==> config.mk <==
export PLATFORM = sky130hd
export DESIGN_NAME = gpio_mux_port
export DESIGN_NICKNAME = d
export VERILOG_FILES = /design/src/rtl/gpio_pkg.sv /design/src/rtl/gpio_in_sync.sv /design/src/rtl/gpio_regs.sv /design/src/rtl/gpio_pad_mux.sv /design/src/rtl/gpio_mux_port.sv
export SDC_FILE = /design/constraint.sdc
export NUM_CORES = 1
export LEC_CHECK = 0
export BUFFER_PORTS_ARGS = -buffer_cell sky130_fd_sc_hd__buf_2
export CAP_MARGIN = 20
export CORE_MARGIN = 3
export CORE_UTILIZATION = 60
export DETAILED_ROUTE_END_ITERATION = 16
export PLACE_DENSITY = 0.85
export REMOVE_ABC_BUFFERS = 1
export SYNTH_ARGS = -nofsm -noshare
export SYNTH_HDL_FRONTEND = slang
export SYNTH_HIERARCHICAL = 1
export SYNTH_SLANG_ARGS = --single-unit
==> constraint.sdc <==
create_clock -name clk -period 3.4 [get_ports clk]
set_input_delay 0.85 -clock clk [delete_from_list [all_inputs] [get_ports clk]]
set_output_delay 0.85 -clock clk [all_outputs]
set_load 0.05 [all_outputs]
==> src/rtl/gpio_pkg.sv <==
package gpio_pkg;
   localparam int unsigned REG_AW = 4;

   typedef enum logic [REG_AW-1:0] {
      RA_OWNSEL = 4'h0,
      RA_DIR    = 4'h1,
      RA_SET    = 4'h2,
      RA_CLR    = 4'h3,
      RA_OUT    = 4'h4,
      RA_ODRN   = 4'h5,
      RA_PINS   = 4'h6,
      RA_CHG    = 4'h7,
      RA_IEN    = 4'h8
   } gpio_reg_e;
endpackage

==> src/rtl/gpio_in_sync.sv <==
module gpio_in_sync #(
   parameter int unsigned NLINES = 32,
   parameter int unsigned STAGES = 2
) (
   input  logic              clk,
   input  logic              rst_n,
   input  logic [NLINES-1:0] pin_async,
   output logic [NLINES-1:0] level,
   output logic [NLINES-1:0] edge_hit
);
   localparam int unsigned PRIME_MAX = STAGES + 1;
   localparam int unsigned PW        = $clog2(PRIME_MAX + 1);
   localparam logic [PW-1:0] PRIME_END = PW'(PRIME_MAX);

   logic [NLINES-1:0] stage_q [STAGES];
   logic [NLINES-1:0] hist_q;
   logic [PW-1:0]     prime_q;

   always_ff @(posedge clk or negedge rst_n) begin
      if (!rst_n) begin
         for (int i = 0; i < int'(STAGES); i++) stage_q[i] <= '0;
         hist_q  <= '0;
         prime_q <= '0;
      end else begin
         stage_q[0] <= pin_async;
         for (int i = 1; i < int'(STAGES); i++) stage_q[i] <= stage_q[i-1];
         hist_q <= stage_q[STAGES-1];
         if (prime_q != PRIME_END) prime_q <= prime_q + 1'b1;
      end
   end

   assign level    = stage_q[STAGES-1];
   assign edge_hit = (prime_q == PRIME_END) ? (level ^ hist_q) : '0;
endmodule

==> src/rtl/gpio_regs.sv <==
module gpio_regs
   import gpio_pkg::*;
#(
   parameter int unsigned NLINES     = 32,
   parameter bit          OPEN_DRAIN = 1'b1
) (
   input  logic              clk,
   input  logic              rst_n,
   input  logic              reg_wr,
   input  logic              reg_rd,
   input  logic [REG_AW-1:0] reg_addr,
   input  logic [NLINES-1:0] reg_wdata,
   input  logic [NLINES-1:0] level,
   input  logic [NLINES-1:0] edge_hit,
   output logic [NLINES-1:0] sel_q,
   output logic [NLINES-1:0] dir_q,
   output logic [NLINES-1:0] out_q,
   output logic [NLINES-1:0] od_q,
   output logic [NLINES-1:0] reg_rdata,
   output logic              reg_rvalid,
   output logic              irq
);
   logic [NLINES-1:0] ien_q;
   logic [NLINES-1:0] status_q;
   logic [NLINES-1:0] rd_mux;
   logic              wr_set, wr_clr, rd_chg;

   assign wr_set = reg_wr && (reg_addr == RA_SET);
   assign wr_clr = reg_wr && (reg_addr == RA_CLR);
   assign rd_chg = reg_rd && (reg_addr == RA_CHG);

   always_ff @(posedge clk or negedge rst_n) begin
      if (!rst_n) begin
         sel_q <= '0;
         dir_q <= '0;
         ien_q <= '0;
         out_q <= '0;
      end else begin
         if (reg_wr && reg_addr == RA_OWNSEL) sel_q <= reg_wdata;
         if (reg_wr && reg_addr == RA_DIR)    dir_q <= reg_wdata;
         if (reg_wr && reg_addr == RA_IEN)    ien_q <= reg_wdata;
         if (wr_set)      out_q <= out_q | reg_wdata;
         else if (wr_clr) out_q <= out_q & ~reg_wdata;
      end
   end

   generate
      if (OPEN_DRAIN) begin : g_od
         always_ff @(posedge clk or negedge rst_n) begin
            if (!rst_n) od_q <= '0;
            else if (reg_wr && reg_addr == RA_ODRN) od_q <= reg_wdata;
         end
      end else begin : g_no_od
         assign od_q = '0;
      end
   endgenerate

   always_ff @(posedge clk or negedge rst_n) begin
      if (!rst_n)      status_q <= '0;
      else if (rd_chg) status_q <= edge_hit;
      else             status_q <= status_q | edge_hit;
   end

   always_comb begin
      rd_mux = '0;
      case (reg_addr)
         RA_OWNSEL: rd_mux = sel_q;
         RA_DIR:    rd_mux = dir_q;
         RA_OUT:    rd_mux = out_q;
         RA_ODRN:   rd_mux = od_q;
         RA_PINS:   rd_mux = level;
         RA_CHG:    rd_mux = status_q;
         RA_IEN:    rd_mux = ien_q;
         default:   rd_mux = '0;
      endcase
   end

   always_ff @(posedge clk or negedge rst_n) begin
      if (!rst_n) begin
         reg_rdata  <= '0;
         reg_rvalid <= 1'b0;
      end else begin
         reg_rvalid <= reg_rd;
         if (reg_rd) reg_rdata <= rd_mux;
      end
   end

   assign irq = |(status_q & ien_q);

   AST_SET_TAKES: assert property (@(posedge clk) disable iff (!rst_n)
      wr_set |=> ((out_q & $past(reg_wdata)) == $past(reg_wdata)))
      else $error("set port missed a bit");
   AST_SET_KEEPS: assert property (@(posedge clk) disable iff (!rst_n)
      wr_set |=> ((out_q & ~$past(reg_wdata)) == ($past(out_q) & ~$past(reg_wdata))))
      else $error("set port touched a zero bit");
   AST_CLR_TAKES: assert property (@(posedge clk) disable iff (!rst_n)
      wr_clr |=> ((out_q & $past(reg_wdata)) == '0))
      else $error("clear port missed a bit");
   AST_OUT_HOLD: assert property (@(posedge clk) disable iff (!rst_n)
      !(wr_set || wr_clr) |=> $stable(out_q))
      else $error("output data changed without a port write");
   AST_STICKY: assert property (@(posedge clk) disable iff (!rst_n)
      !rd_chg |=> ((status_q & $past(status_q)) == $past(status_q)))
      else $error("change flag dropped without a read");
endmodule

==> src/rtl/gpio_pad_mux.sv <==
module gpio_pad_mux #(
   parameter int unsigned NLINES = 32
) (
   input  logic [NLINES-1:0] sel,
   input  logic [NLINES-1:0] dir,
   input  logic [NLINES-1:0] out_data,
   input  logic [NLINES-1:0] od,
   input  logic [NLINES-1:0] per_out,
   input  logic [NLINES-1:0] per_oe,
   output logic [NLINES-1:0] pin_out,
   output logic [NLINES-1:0] pin_oe
);
   for (genvar i = 0; i < int'(NLINES); i++) begin : g_line
      logic val, en;
      assign val = sel[i] ? per_out[i] : out_data[i];
      assign en  = sel[i] ? per_oe[i]  : dir[i];
      assign pin_oe[i]  = od[i] ? (en & ~val) : en;
      assign pin_out[i] = od[i] ? 1'b0 : val;
   end
endmodule

==> src/rtl/gpio_mux_port.sv <==
module gpio_mux_port
   import gpio_pkg::*;
#(
   parameter int unsigned NLINES      = 32,
   parameter int unsigned SYNC_STAGES = 2,
   parameter bit          OPEN_DRAIN  = 1'b1
) (
   input  logic              clk,
   input  logic              rst_n,
   input  logic              reg_wr,
   input  logic              reg_rd,
   input  logic [3:0]        reg_addr,
   input  logic [NLINES-1:0] reg_wdata,
   output logic [NLINES-1:0] reg_rdata,
   output logic              reg_rvalid,
   input  logic [NLINES-1:0] pin_in,
   output logic [NLINES-1:0] pin_out,
   output logic [NLINES-1:0] pin_oe,
   input  logic [NLINES-1:0] per_out,
   input  logic [NLINES-1:0] per_oe,
   output logic [NLINES-1:0] per_in,
   output logic              irq
);
   initial begin
      if (NLINES < 1 || NLINES > 32) $error("NLINES must be 1..32");
      if (SYNC_STAGES < 2)           $error("SYNC_STAGES must be at least 2");
   end

   logic [NLINES-1:0] level, edge_hit;
   logic [NLINES-1:0] sel_q, dir_q, out_q, od_q;

   gpio_in_sync #(.NLINES(NLINES), .STAGES(SYNC_STAGES)) u_sync (
      .clk(clk), .rst_n(rst_n), .pin_async(pin_in),
      .level(level), .edge_hit(edge_hit));

   gpio_regs #(.NLINES(NLINES), .OPEN_DRAIN(OPEN_DRAIN)) u_regs (
      .clk(clk), .rst_n(rst_n), .reg_wr(reg_wr), .reg_rd(reg_rd),
      .reg_addr(reg_addr), .reg_wdata(reg_wdata), .level(level),
      .edge_hit(edge_hit), .sel_q(sel_q), .dir_q(dir_q), .out_q(out_q),
      .od_q(od_q), .reg_rdata(reg_rdata), .reg_rvalid(reg_rvalid), .irq(irq));

   gpio_pad_mux #(.NLINES(NLINES)) u_mux (
      .sel(sel_q), .dir(dir_q), .out_data(out_q), .od(od_q),
      .per_out(per_out), .per_oe(per_oe),
      .pin_out(pin_out), .pin_oe(pin_oe));

   assign per_in = level;

   AST_INPUT_UNDRIVEN: assert property (@(posedge clk) disable iff (!rst_n)
      ((~sel_q & ~dir_q & pin_oe) == '0))
      else $error("controller input line is driven");
   AST_OD_NEVER_HIGH: assert property (@(posedge clk) disable iff (!rst_n)
      ((od_q & pin_oe & pin_out) == '0))
      else $error("open-drain line drives high");
   AST_OWNED_FOLLOWS: assert property (@(posedge clk) disable iff (!rst_n)
      ((sel_q & ~od_q & (pin_oe ^ per_oe)) == '0))
      else $error("peripheral enable not passed through");
endmodule

==> metrics.txt <==
hold depth=0; Setup CP Type=reg2out; HP Class=reg2reg; Core Region=23800 µm²; Max Cap Viol=0; area fraction of the dominant cell type after synthesis=55.0%; R2R Path Start=u_sync/prime_q[0]; Startpoint Class=flip-flop; CP Data Required Time=2.55 ns; DRC=0; via/cell ratio=5.96; Routed Antenna Nets=0; post-synth cell types=42; Post-synth EDFFs=0; R2R Setup Slk=1.93 ns; Crit-path slowest cell=or4_1; GRT Overall Usage=29.2%; worst-path fanout max=3; sequential area share after synthesis=55.0%; Post-CTS Setup Inserts=0; cell accounting for the most synthesized area=dfrtp_1; Initial Util=61.9%; total clock sinks=323; Antenna Cells=0; DR pass1 iterations=5; most common cell in the netlist=dfrtp_1; Post-synth top cells=dfrtp_1 (323), nand2_1 (149), mux2_2 (130), a22oi_1 (79), mux2i_1 (71); total gr overflow=0; cts hold-fix bufs=0; endpoints failing hold=0; Syn-to-layout area delta=18.7%; status=finished, final reports clean; VDD IR max=0.000531 V; Clock Latency Late Sink=0.50 ns; asr flop ratio synth=100%; DR vias=10808; Final GP Congestion=0.856; leakage power=0.00814 µW; # IOs=266; Final setup viols=0; post-cts sizing count=0; CP Cell Sequence=a22oi_1 -> nand4_1 -> or4_1 -> buf_2; DR WL/cell=21.3 µm; FP Rows=56; cell area power density=667 nW/µm²; I/O Buffers=265; Tmin final=3.03 ns; worst r2r path cells=4; critical hold path startpoint=u_sync/stage_q[42]; first-pass GRT wire length=61.4 mm; H-Tree Level Count=2; deepest clock path buffer count=3; routed wire length=38.6 mm; initial antenna violation count=3; Worst Setup End Kind=primary output; largest cells by area after synthesis=dfrtp_1 (55%), mux2_2 (10%), mux2i_1 (4.8%); CP arrival=2.18 ns; Die H=163 µm; final slew viol count=0; Most used DFF post-synth=dfrtp_1; Nets=1612; pin count of the biggest net entering global routing=85; Clock Skew=0.0167 ns; root buf cell=clkbuf_16; Avg Synthesized Cell Area=11.9 µm²; Hold Path End=u_sync/level[10]; vias in the first global route=11473; flops & latches, synth=323; Max stage delay on crit path=0.48 ns; post-synthesis cell area=14700 µm²; cell area after placement=16300 µm²; Die W=163 µm; hpwl dp=25.2 mm; worst-margin pin slew=0.744 ns; layout cells sized above 1=35.0%; Post-Synthesis Cells=1236; Initial DRC Count=831; Fillers=1570; post-place setup slack=0.579 ns; Synth Warn #=6; Final Cell Area=17400 µm²; Reg clk slew, reported paths=0.06 ns; Max transition margin=50.2%; multi-input logic area=5960 µm²; Max Fclk=0.330 GHz; reg-to-reg endpoint=u_regs/status_q[2]; period utilization=89.1%; RSZ-0062 raised after global routing=false; FF+latch area=8080 µm²; clock buffer count from CTS=34; CTS tree=built; Die ar.=26400 µm²; setup ws final=0.372 ns
-- worst max-delay path, delay by kind of cell, from the launching register on --
| kind | cells | cell delay [ns] |
|---|---|---|
| simple gates | 2 | 0.66 |
| flops | 1 | 0.41 |
| compound gates | 1 | 0.38 |
| buf+inv | 1 | 0.23 |
-- stage by stage --
step | power [µW] | hold WS [ns] | instances | utilization, % | TNS [ns]
2_1_floorplan | 6950 | 0.331 | 1144 | - | -17.78
3_3_place_gp | 7730 | 0.332 | 1756 | 68.5 | 0
3_5_place_dp | 7840 | 0.335 | 1756 | 68.5 | 0
4_1_cts | 11700 | 0.347 | 1813 | 73.4 | 0
5_1_grt | 12100 | 0.351 | 1814 | 73.4 | 0
6_report | 11600 | 0.346 | 1814 | 73.4 | 0
-- routing by layer --
layer  global-route usage, %  vias up  routed length, µm
met5                       0        -                 48
met4                    11.1        6               1050
met3                    5.11       90               2990
met2                    47.6      523              18700
met1                    39.6     5381              15800
li1                        -     4808                  -
-- cell usage in the layout (no fill, tap or decap), drive strengths merged, types with 2 or more instances in the layout --
cell,count
nand2b,2
and2,32
clkbuf,50
mux2i,71
xor2,32
a41o,24
dfrtp,323
a22oi,79
inv,57
mux2,160
a32o,32
nor4b,3
nand4b,2
nand4,4
buf,294
nand2,149
ha,2
nor2,40
o21a,7
nor2b,33
o21ai,33
o22ai,7
clkinv,5
nand3b,9
a21o,32
bufinv,2
-- sequential cells by signal, summed over array words and instances (netlist names), named ones only --
| name | flops |
|---|---|
| u_sync/level | 32 |
| u_regs/reg_rvalid | 1 |
| u_regs/reg_rdata | 32 |
| u_regs/ien_q | 32 |
| u_regs/sel_q | 32 |
| u_sync/stage_q | 32 |
| u_regs/status_q | 32 |
| u_sync/prime_q | 2 |
| u_regs/dir_q | 32 |
| u_regs/od_q | 32 |
| u_sync/hist_q | 32 |
-- how the worst max path moves through the flow --
stage / cells past startpoint / endpoint / from
global placement: 4 / u_regs/status_q[8] / reg_addr[1]
CTS: 4 / irq / u_regs/status_q[0]
detailed placement: 4 / u_regs/status_q[6] / reg_addr[1]
floorplan: 3 / u_regs/dir_q[0] / reg_addr[3]
global route: 4 / irq / u_regs/ien_q[0]
finish: 4 / irq / u_regs/status_q[0]
-- cell type report --
type                    instances  share of cell area, %
inverters                      57                   1.23
clock inverters                 7                  0.488
multi-input cells             764                   34.1
well taps                     319                   2.29
flip-flops and latches        323                   46.3
clock buffers                  50                   6.22
repair buffers                294                   9.30
-- where the power goes --
part           leakage [µW]  switching, µW  internal [µW]
sequential          0.00378            596           4390
clock              0.000585           1460           2350
combinational       0.00377           1810           1020
total               0.00814           3870           7760
-- kinds of logic after synthesis --
group	Yosys count	share of synthesized area (%)
flip-flops	323	55.0
AND/OR/NAND/NOR	281	9.51
multiplexers	231	17.1
AO/OA/AOI/OAI	217	11.4
buffers and inverters	149	4.86
XOR/XNOR	33	1.97
adder cells (fa/ha/maj)	2	0.170
Note: power is estimated with default switching activity, not from simulation.
